[src/rtl/mpram_pkg.sv]
package mpram_pkg;

    // Collision behaviour of a read port
    typedef enum logic {
        RD_OLD = 1'b0,   // pre-write content
        RD_NEW = 1'b1    // post-write (merged) content
    } rd_mode_e;

endpackage

[src/rtl/mpram_wr_merge.sv]
// Combinational next-state of the array: applies every write port in
// ascending order, so a higher port overrides a lower one bit by bit.
module mpram_wr_merge #(
    parameter int WIDTH    = 8,
    parameter int ABITS    = 4,
    parameter int WR_PORTS = 2,
    localparam int DEPTH   = 1 << ABITS
) (
    input  logic [WR_PORTS*WIDTH-1:0]       wr_en,
    input  logic [WR_PORTS*ABITS-1:0]       wr_addr,
    input  logic [WR_PORTS*WIDTH-1:0]       wr_data,
    input  logic [DEPTH-1:0][WIDTH-1:0]     store_q,
    output logic [DEPTH-1:0][WIDTH-1:0]     store_d
);

    for (genvar w = 0; w < DEPTH; w++) begin : g_word
        always_comb begin
            logic [WIDTH-1:0] word_d;
            word_d = store_q[w];
            for (int p = 0; p < WR_PORTS; p++) begin
                if (wr_addr[p*ABITS +: ABITS] == ABITS'(w)) begin
                    word_d = (word_d & ~wr_en[p*WIDTH +: WIDTH])
                           | (wr_data[p*WIDTH +: WIDTH] & wr_en[p*WIDTH +: WIDTH]);
                end
            end
            store_d[w] = word_d;
        end
    end

endmodule

[src/rtl/mpram_rd_port.sv]
// One synchronous read port; MODE picks old or merged data on collision.
module mpram_rd_port
    import mpram_pkg::*;
#(
    parameter int       WIDTH = 8,
    parameter int       ABITS = 4,
    parameter rd_mode_e MODE  = RD_OLD,
    localparam int      DEPTH = 1 << ABITS
) (
    input  logic                        clk,
    input  logic                        rst_n,
    input  logic                        rd_en,
    input  logic [ABITS-1:0]            rd_addr,
    input  logic [DEPTH-1:0][WIDTH-1:0] store_q,
    input  logic [DEPTH-1:0][WIDTH-1:0] store_d,
    output logic [WIDTH-1:0]            rd_data
);

    typedef struct packed {
        logic [WIDTH-1:0] data;
    } rd_state_t;

    rd_state_t st_d, st_q;
    logic [DEPTH-1:0][WIDTH-1:0] src;

    always_comb begin
        src  = (MODE == RD_NEW) ? store_d : store_q;
        st_d = st_q;
        if (rd_en) begin
            st_d.data = src[rd_addr];
        end
    end

    always_ff @(posedge clk) begin
        if (!rst_n) begin
            st_q <= '0;
        end else begin
            st_q <= st_d;
        end
    end

    assign rd_data = st_q.data;

    // idle port keeps its output
    a_r7_hold_idle: assert property (@(posedge clk) disable iff (!rst_n)
        !rd_en |=> $stable(rd_data));

endmodule

[src/rtl/mpram_top.sv]
module mpram_top
    import mpram_pkg::*;
#(
    parameter int                  WIDTH     = 8,
    parameter int                  ABITS     = 4,
    parameter int                  WR_PORTS  = 2,
    parameter int                  RD_PORTS  = 3,
    parameter logic [RD_PORTS-1:0] RD_TRANSP = 3'b010,
    localparam int                 DEPTH     = 1 << ABITS
) (
    input  logic                      clk,
    input  logic                      rst_n,
    input  logic [WR_PORTS*WIDTH-1:0] wr_en,
    input  logic [WR_PORTS*ABITS-1:0] wr_addr,
    input  logic [WR_PORTS*WIDTH-1:0] wr_data,
    input  logic [RD_PORTS-1:0]       rd_en,
    input  logic [RD_PORTS*ABITS-1:0] rd_addr,
    output logic [RD_PORTS*WIDTH-1:0] rd_data
);

    typedef struct packed {
        logic [DEPTH-1:0][WIDTH-1:0] mem;
    } arr_state_t;

    arr_state_t st_d, st_q;
    logic [DEPTH-1:0][WIDTH-1:0] merged;

    mpram_wr_merge #(
        .WIDTH    (WIDTH),
        .ABITS    (ABITS),
        .WR_PORTS (WR_PORTS)
    ) u_merge (
        .wr_en   (wr_en),
        .wr_addr (wr_addr),
        .wr_data (wr_data),
        .store_q (st_q.mem),
        .store_d (merged)
    );

    always_comb begin
        st_d     = st_q;
        st_d.mem = merged;
    end

    always_ff @(posedge clk) begin
        if (!rst_n) begin
            st_q <= '0;
        end else begin
            st_q <= st_d;
        end
    end

    for (genvar r = 0; r < RD_PORTS; r++) begin : g_rd
        mpram_rd_port #(
            .WIDTH (WIDTH),
            .ABITS (ABITS),
            .MODE  (rd_mode_e'(RD_TRANSP[r]))
        ) u_port (
            .clk     (clk),
            .rst_n   (rst_n),
            .rd_en   (rd_en[r]),
            .rd_addr (rd_addr[r*ABITS +: ABITS]),
            .store_q (st_q.mem),
            .store_d (merged),
            .rd_data (rd_data[r*WIDTH +: WIDTH])
        );

        // does any write port touch this read address this cycle
        logic hit;
        always_comb begin
            hit = 1'b0;
            for (int p = 0; p < WR_PORTS; p++) begin
                if (wr_addr[p*ABITS +: ABITS] == rd_addr[r*ABITS +: ABITS]
                    && wr_en[p*WIDTH +: WIDTH] != '0) begin
                    hit = 1'b1;
                end
            end
        end

        if (RD_TRANSP[r]) begin : g_new
            // transparent read equals the word as stored after the edge
            a_r6_new_data: assert property (@(posedge clk) disable iff (!rst_n)
                rd_en[r] |=> rd_data[r*WIDTH +: WIDTH]
                    == st_q.mem[$past(rd_addr[r*ABITS +: ABITS])]);
        end else begin : g_old
            // without a colliding write, read equals stored word
            a_r5_old_data: assert property (@(posedge clk) disable iff (!rst_n)
                (rd_en[r] && !hit) |=> rd_data[r*WIDTH +: WIDTH]
                    == st_q.mem[$past(rd_addr[r*ABITS +: ABITS])]);
        end
    end

    localparam int HI = WR_PORTS - 1;

    // no enabled bit means the array does not change
    a_r2_idle_stable: assert property (@(posedge clk) disable iff (!rst_n)
        (wr_en == '0) |=> $stable(st_q));

    // a full-word write on the top port always lands
    a_r3_top_wins: assert property (@(posedge clk) disable iff (!rst_n)
        (wr_en[HI*WIDTH +: WIDTH] == '1) |=>
            st_q.mem[$past(wr_addr[HI*ABITS +: ABITS])]
                == $past(wr_data[HI*WIDTH +: WIDTH]));

    // reset clears the read outputs
    a_r1_reset_clear: assert property (@(posedge clk)
        !rst_n |=> (rd_data == '0));

endmodule

[config.mk]
export PLATFORM = sky130hd
export DESIGN_NAME = mpram_top
export DESIGN_NICKNAME = d
export VERILOG_FILES = /design/src/rtl/mpram_pkg.sv /design/src/rtl/mpram_wr_merge.sv /design/src/rtl/mpram_rd_port.sv /design/src/rtl/mpram_top.sv
export SDC_FILE = /design/constraint.sdc
export NUM_CORES = 1
export LEC_CHECK = 0
export CORE_MARGIN = 5
export CORE_UTILIZATION = 60
export CTS_CLUSTER_DIAMETER = 50
export CTS_CLUSTER_SIZE = 16
export DETAILED_ROUTE_END_ITERATION = 10
export DONT_BUFFER_PORTS = 1
export PLACE_DENSITY_LB_ADDON = 0.12
export SYNTH_ARGS = -nofsm -noshare
export SYNTH_HDL_FRONTEND = slang
export SYNTH_HIERARCHICAL = 1
export SYNTH_SLANG_ARGS = --single-unit
export TNS_END_PERCENT = 5
[constraint.sdc]
create_clock -name clk -period 5.2 [get_ports clk]
set_input_delay 1.04 -clock clk [delete_from_list [all_inputs] [get_ports clk]]
set_output_delay 1.04 -clock clk [all_outputs]
set_load 0.02 [all_outputs]
==> flow_metrics.py <==
metrics = {
    "timing": {
        "maxSlewHeadroom_pct": 17.4,
        "clock_skew_ps": 8.03,
        "setup_viol": 0,
        "finalCriticalPeriod_ps": 2970,
        "drv_slew": 0,
        "rsz0062_at_grt": "false",
        "period_share_pct": 57.0,
        "hold_violations": 0,
        "tns_ps": 0,
        "clock.fmax_mhz": 337,
        "tightestPinTransition_ps": 1240,
    },
    "critical_path": {
        "r2r-start": "st_q[68]$_SDFF_PN0_",
        "path_common_cell": "nand3_1",
        "startpoint": "wr_addr[2]",
        "required_ps": 5530,
        "slowest_delay_ps": 1010,
        "setup.worst_path.end_class": "register",
        "path_cells": "nor4b_4 -> mux2_2 -> mux2_1 -> mux2i_1 -> a22oi_1 -> nand3_1 -> nand3_1",
        "crit_type": "primary input to register",
        "critPathSlowestCell": "nor4b_4",
        "worst-path-max-fanout": 17,
        "cp.arrival_ps": 3290,
        "cp-start-kind": "primary input",
    },
    "yosys": {
        "yosysSeqAreaShare_pct": 22.8,
        "synth_ff_type": "dfxtp_1",
        "synth_commonest_cells": "mux2_2, mux2i_1, nand2_1, dfxtp_1, and2_1",
        "synth.net_count": 1490,
        "synth_top_area_share_pct": 23.8,
        "synthDistinctLibCells": 48,
        "syn-instance-count": 1433,
        "synthArstFlopShare_pct": 0,
        "synth_area_sq_um": 13300,
        "postSynthAreaPerCell_sq_um": 9.30,
        "synth_top_area_cell": "mux2_2",
        "yosys_warnings": 6,
        "synth.most_common_cell": "mux2_2",
        "synth-seq-cells": 152,
        "synth-edff-count": 0,
        "synthTopCellsByArea": "mux2_2, dfxtp_1, mux2i_1, and2_1, nand2_1",
    },
    "drt": {
        "ant_nets": 0,
        "avgViaCountPerCell": 6.88,
        "wirelength_um": 46000,
        "wl_per_cell_um": 28.4,
        "drt_iter0_markers": 1133,
        "vias": 11200,
        "firstDrtPassIters": 5,
        "drc": 0,
    },
    "flow_run": {
        "cap_violations": 0,
    },
    "layout": {
        "drive_gt1_share_pct": 28.7,
        "postLayoutCoreUtil_pct": 61.5,
        "syn2layout_area_growth_pct": 0.761,
        "diodes": 0,
        "final_nets": 1387,
        "stdcell_area_sq_um": 13400,
    },
    "clock_tree": {
        "clock_sinks": 152,
        "postCtsHoldBufs": 0,
        "cts_buffers": 17,
        "post-cts-setup-buffers": 0,
        "clk_pin_slew_ps": 60,
        "clock_latency_ps": 440,
        "cts_tree": "built",
        "ctsHtreeMaxLevel": 4,
        "root_buffer": "clkbuf_16",
        "cts_resized": 0,
        "max-clock-path-buffers": 2,
    },
    "die": {
        "initial_core_util_pct": 61.0,
        "dieArea_sq_um": 25300,
        "die_y_um": 159,
        "core_area_sq_um": 21800,
        "die_w_um": 159,
        "rows": 54,
        "num_io_pins": 81,
    },
    "pwr": {
        "totalPowerFinal_w": 0.00292,
        "pwr_density_cell_nw_per_um2": 218,
        "irDropWorstVdd_mv": 0.225,
        "leakagePower_nw": 5.68,
    },
    "placement": {
        "place.gp.congestion": 0.878,
        "hpwl_um": 26300,
        "io_buffers": 0,
        "place_area_sq_um": 12900,
    },
    "grt": {
        "grt-ovfl-total": 0,
        "grt_pass1_vias": 10800,
        "grt_antenna_before_repair": 0,
        "grt_max_degree": 138,
        "grt_usage_pct": 34.8,
        "grt_pass1_wl_um": 67600,
    },
    "worst_hold_path": {
        "min-delay-path-class": "register to register",
        "worstHoldStart": "g_rd[0].u_port/rd_data[0]$_SDFFE_PN0P_",
    },
    "outcome": {
        "status": "complete, no violations",
    },
}
layer usage:
| metal | up-vias | track usage, % | share of wire (%) |
|---|---|---|---|
| li1 | 4954 | - | - |
| met1 | 5369 | 45.5 | 40 |
| met2 | 652 | 52.3 | 43 |
| met3 | 181 | 8.65 | 11 |
| met4 | 0 | 19.6 | 6.2 |
| met5 | - | 0 | 0 |
area by class of cell:
type	count	area, sq um
repair buffers	17	128
clock inverters	8	72.6
clock buffers	23	478
multi-input cells	1134	9320
flip-flops and latches	152	3040
well taps	280	350
inverters	8	30.0
fillers	1945	8400
worst max-delay path: cells and delay by family:
kind | cells | cell delay [ps]
compound gates | 1 | 110
simple gates | 3 | 1240
mux | 3 | 890
logic make-up after synthesis:
logic type      Yosys count  share of synthesized area, %
buf+inv                 147                          7.80
flops                   152                          22.8
mux                     498                          40.3
simple gates            491                          21.2
compound gates          145                          7.82
cell usage in the layout (no fill, tap or decap), types with 14 or more instances in the layout:
cell type,instances
a22oi_1,72
o31ai_1,14
and2_1,117
nand2_1,159
nor2_1,16
buf_4,17
nand2b_1,14
clkbuf_16,17
a21oi_1,24
dfxtp_1,152
and2_2,27
mux2i_1,192
mux2_2,281
nand3_1,89
mux2_1,25
power breakdown:
group          internal, W  switching, W  leakage [nW]
Combinational     0.000242      0.000219          4.18
Sequential         0.00121     0.0000533          1.23
Clock             0.000690      0.000514         0.265
Total              0.00214      0.000786          5.68
per-stage QoR:
| step | setup WS (ps) | hold WS, ps | instances |
|---|---|---|---|
| CTS | 2330 | 564 | 1622 |
| global route | 2250 | 582 | 1622 |
| global placement | 1950 | 549 | 1591 |
| detailed placement | 1910 | 555 | 1591 |
| finish | 2230 | 557 | 1622 |
| floorplan | 2410 | 535 | 1433 |
flip-flops by register name, indices dropped and copies added, names as in the netlist:
signal	cells
st_q	128
g_rd.u_port/rd_data	24
worst paths after layout:
check | end | cells after the start | slack, ps
max | g_rd[1].u_port/rd_data[4]$_SDFFE_PN0P_ | 7 | 2230
max reg2reg | g_rd[1].u_port/rd_data[4]$_SDFFE_PN0P_ | 7 | 3430
min | g_rd[0].u_port/rd_data[0]$_SDFFE_PN0P_ | 2 | 560
min reg2reg | g_rd[0].u_port/rd_data[0]$_SDFFE_PN0P_ | 2 | 560
(Power assumes the default switching activity.)
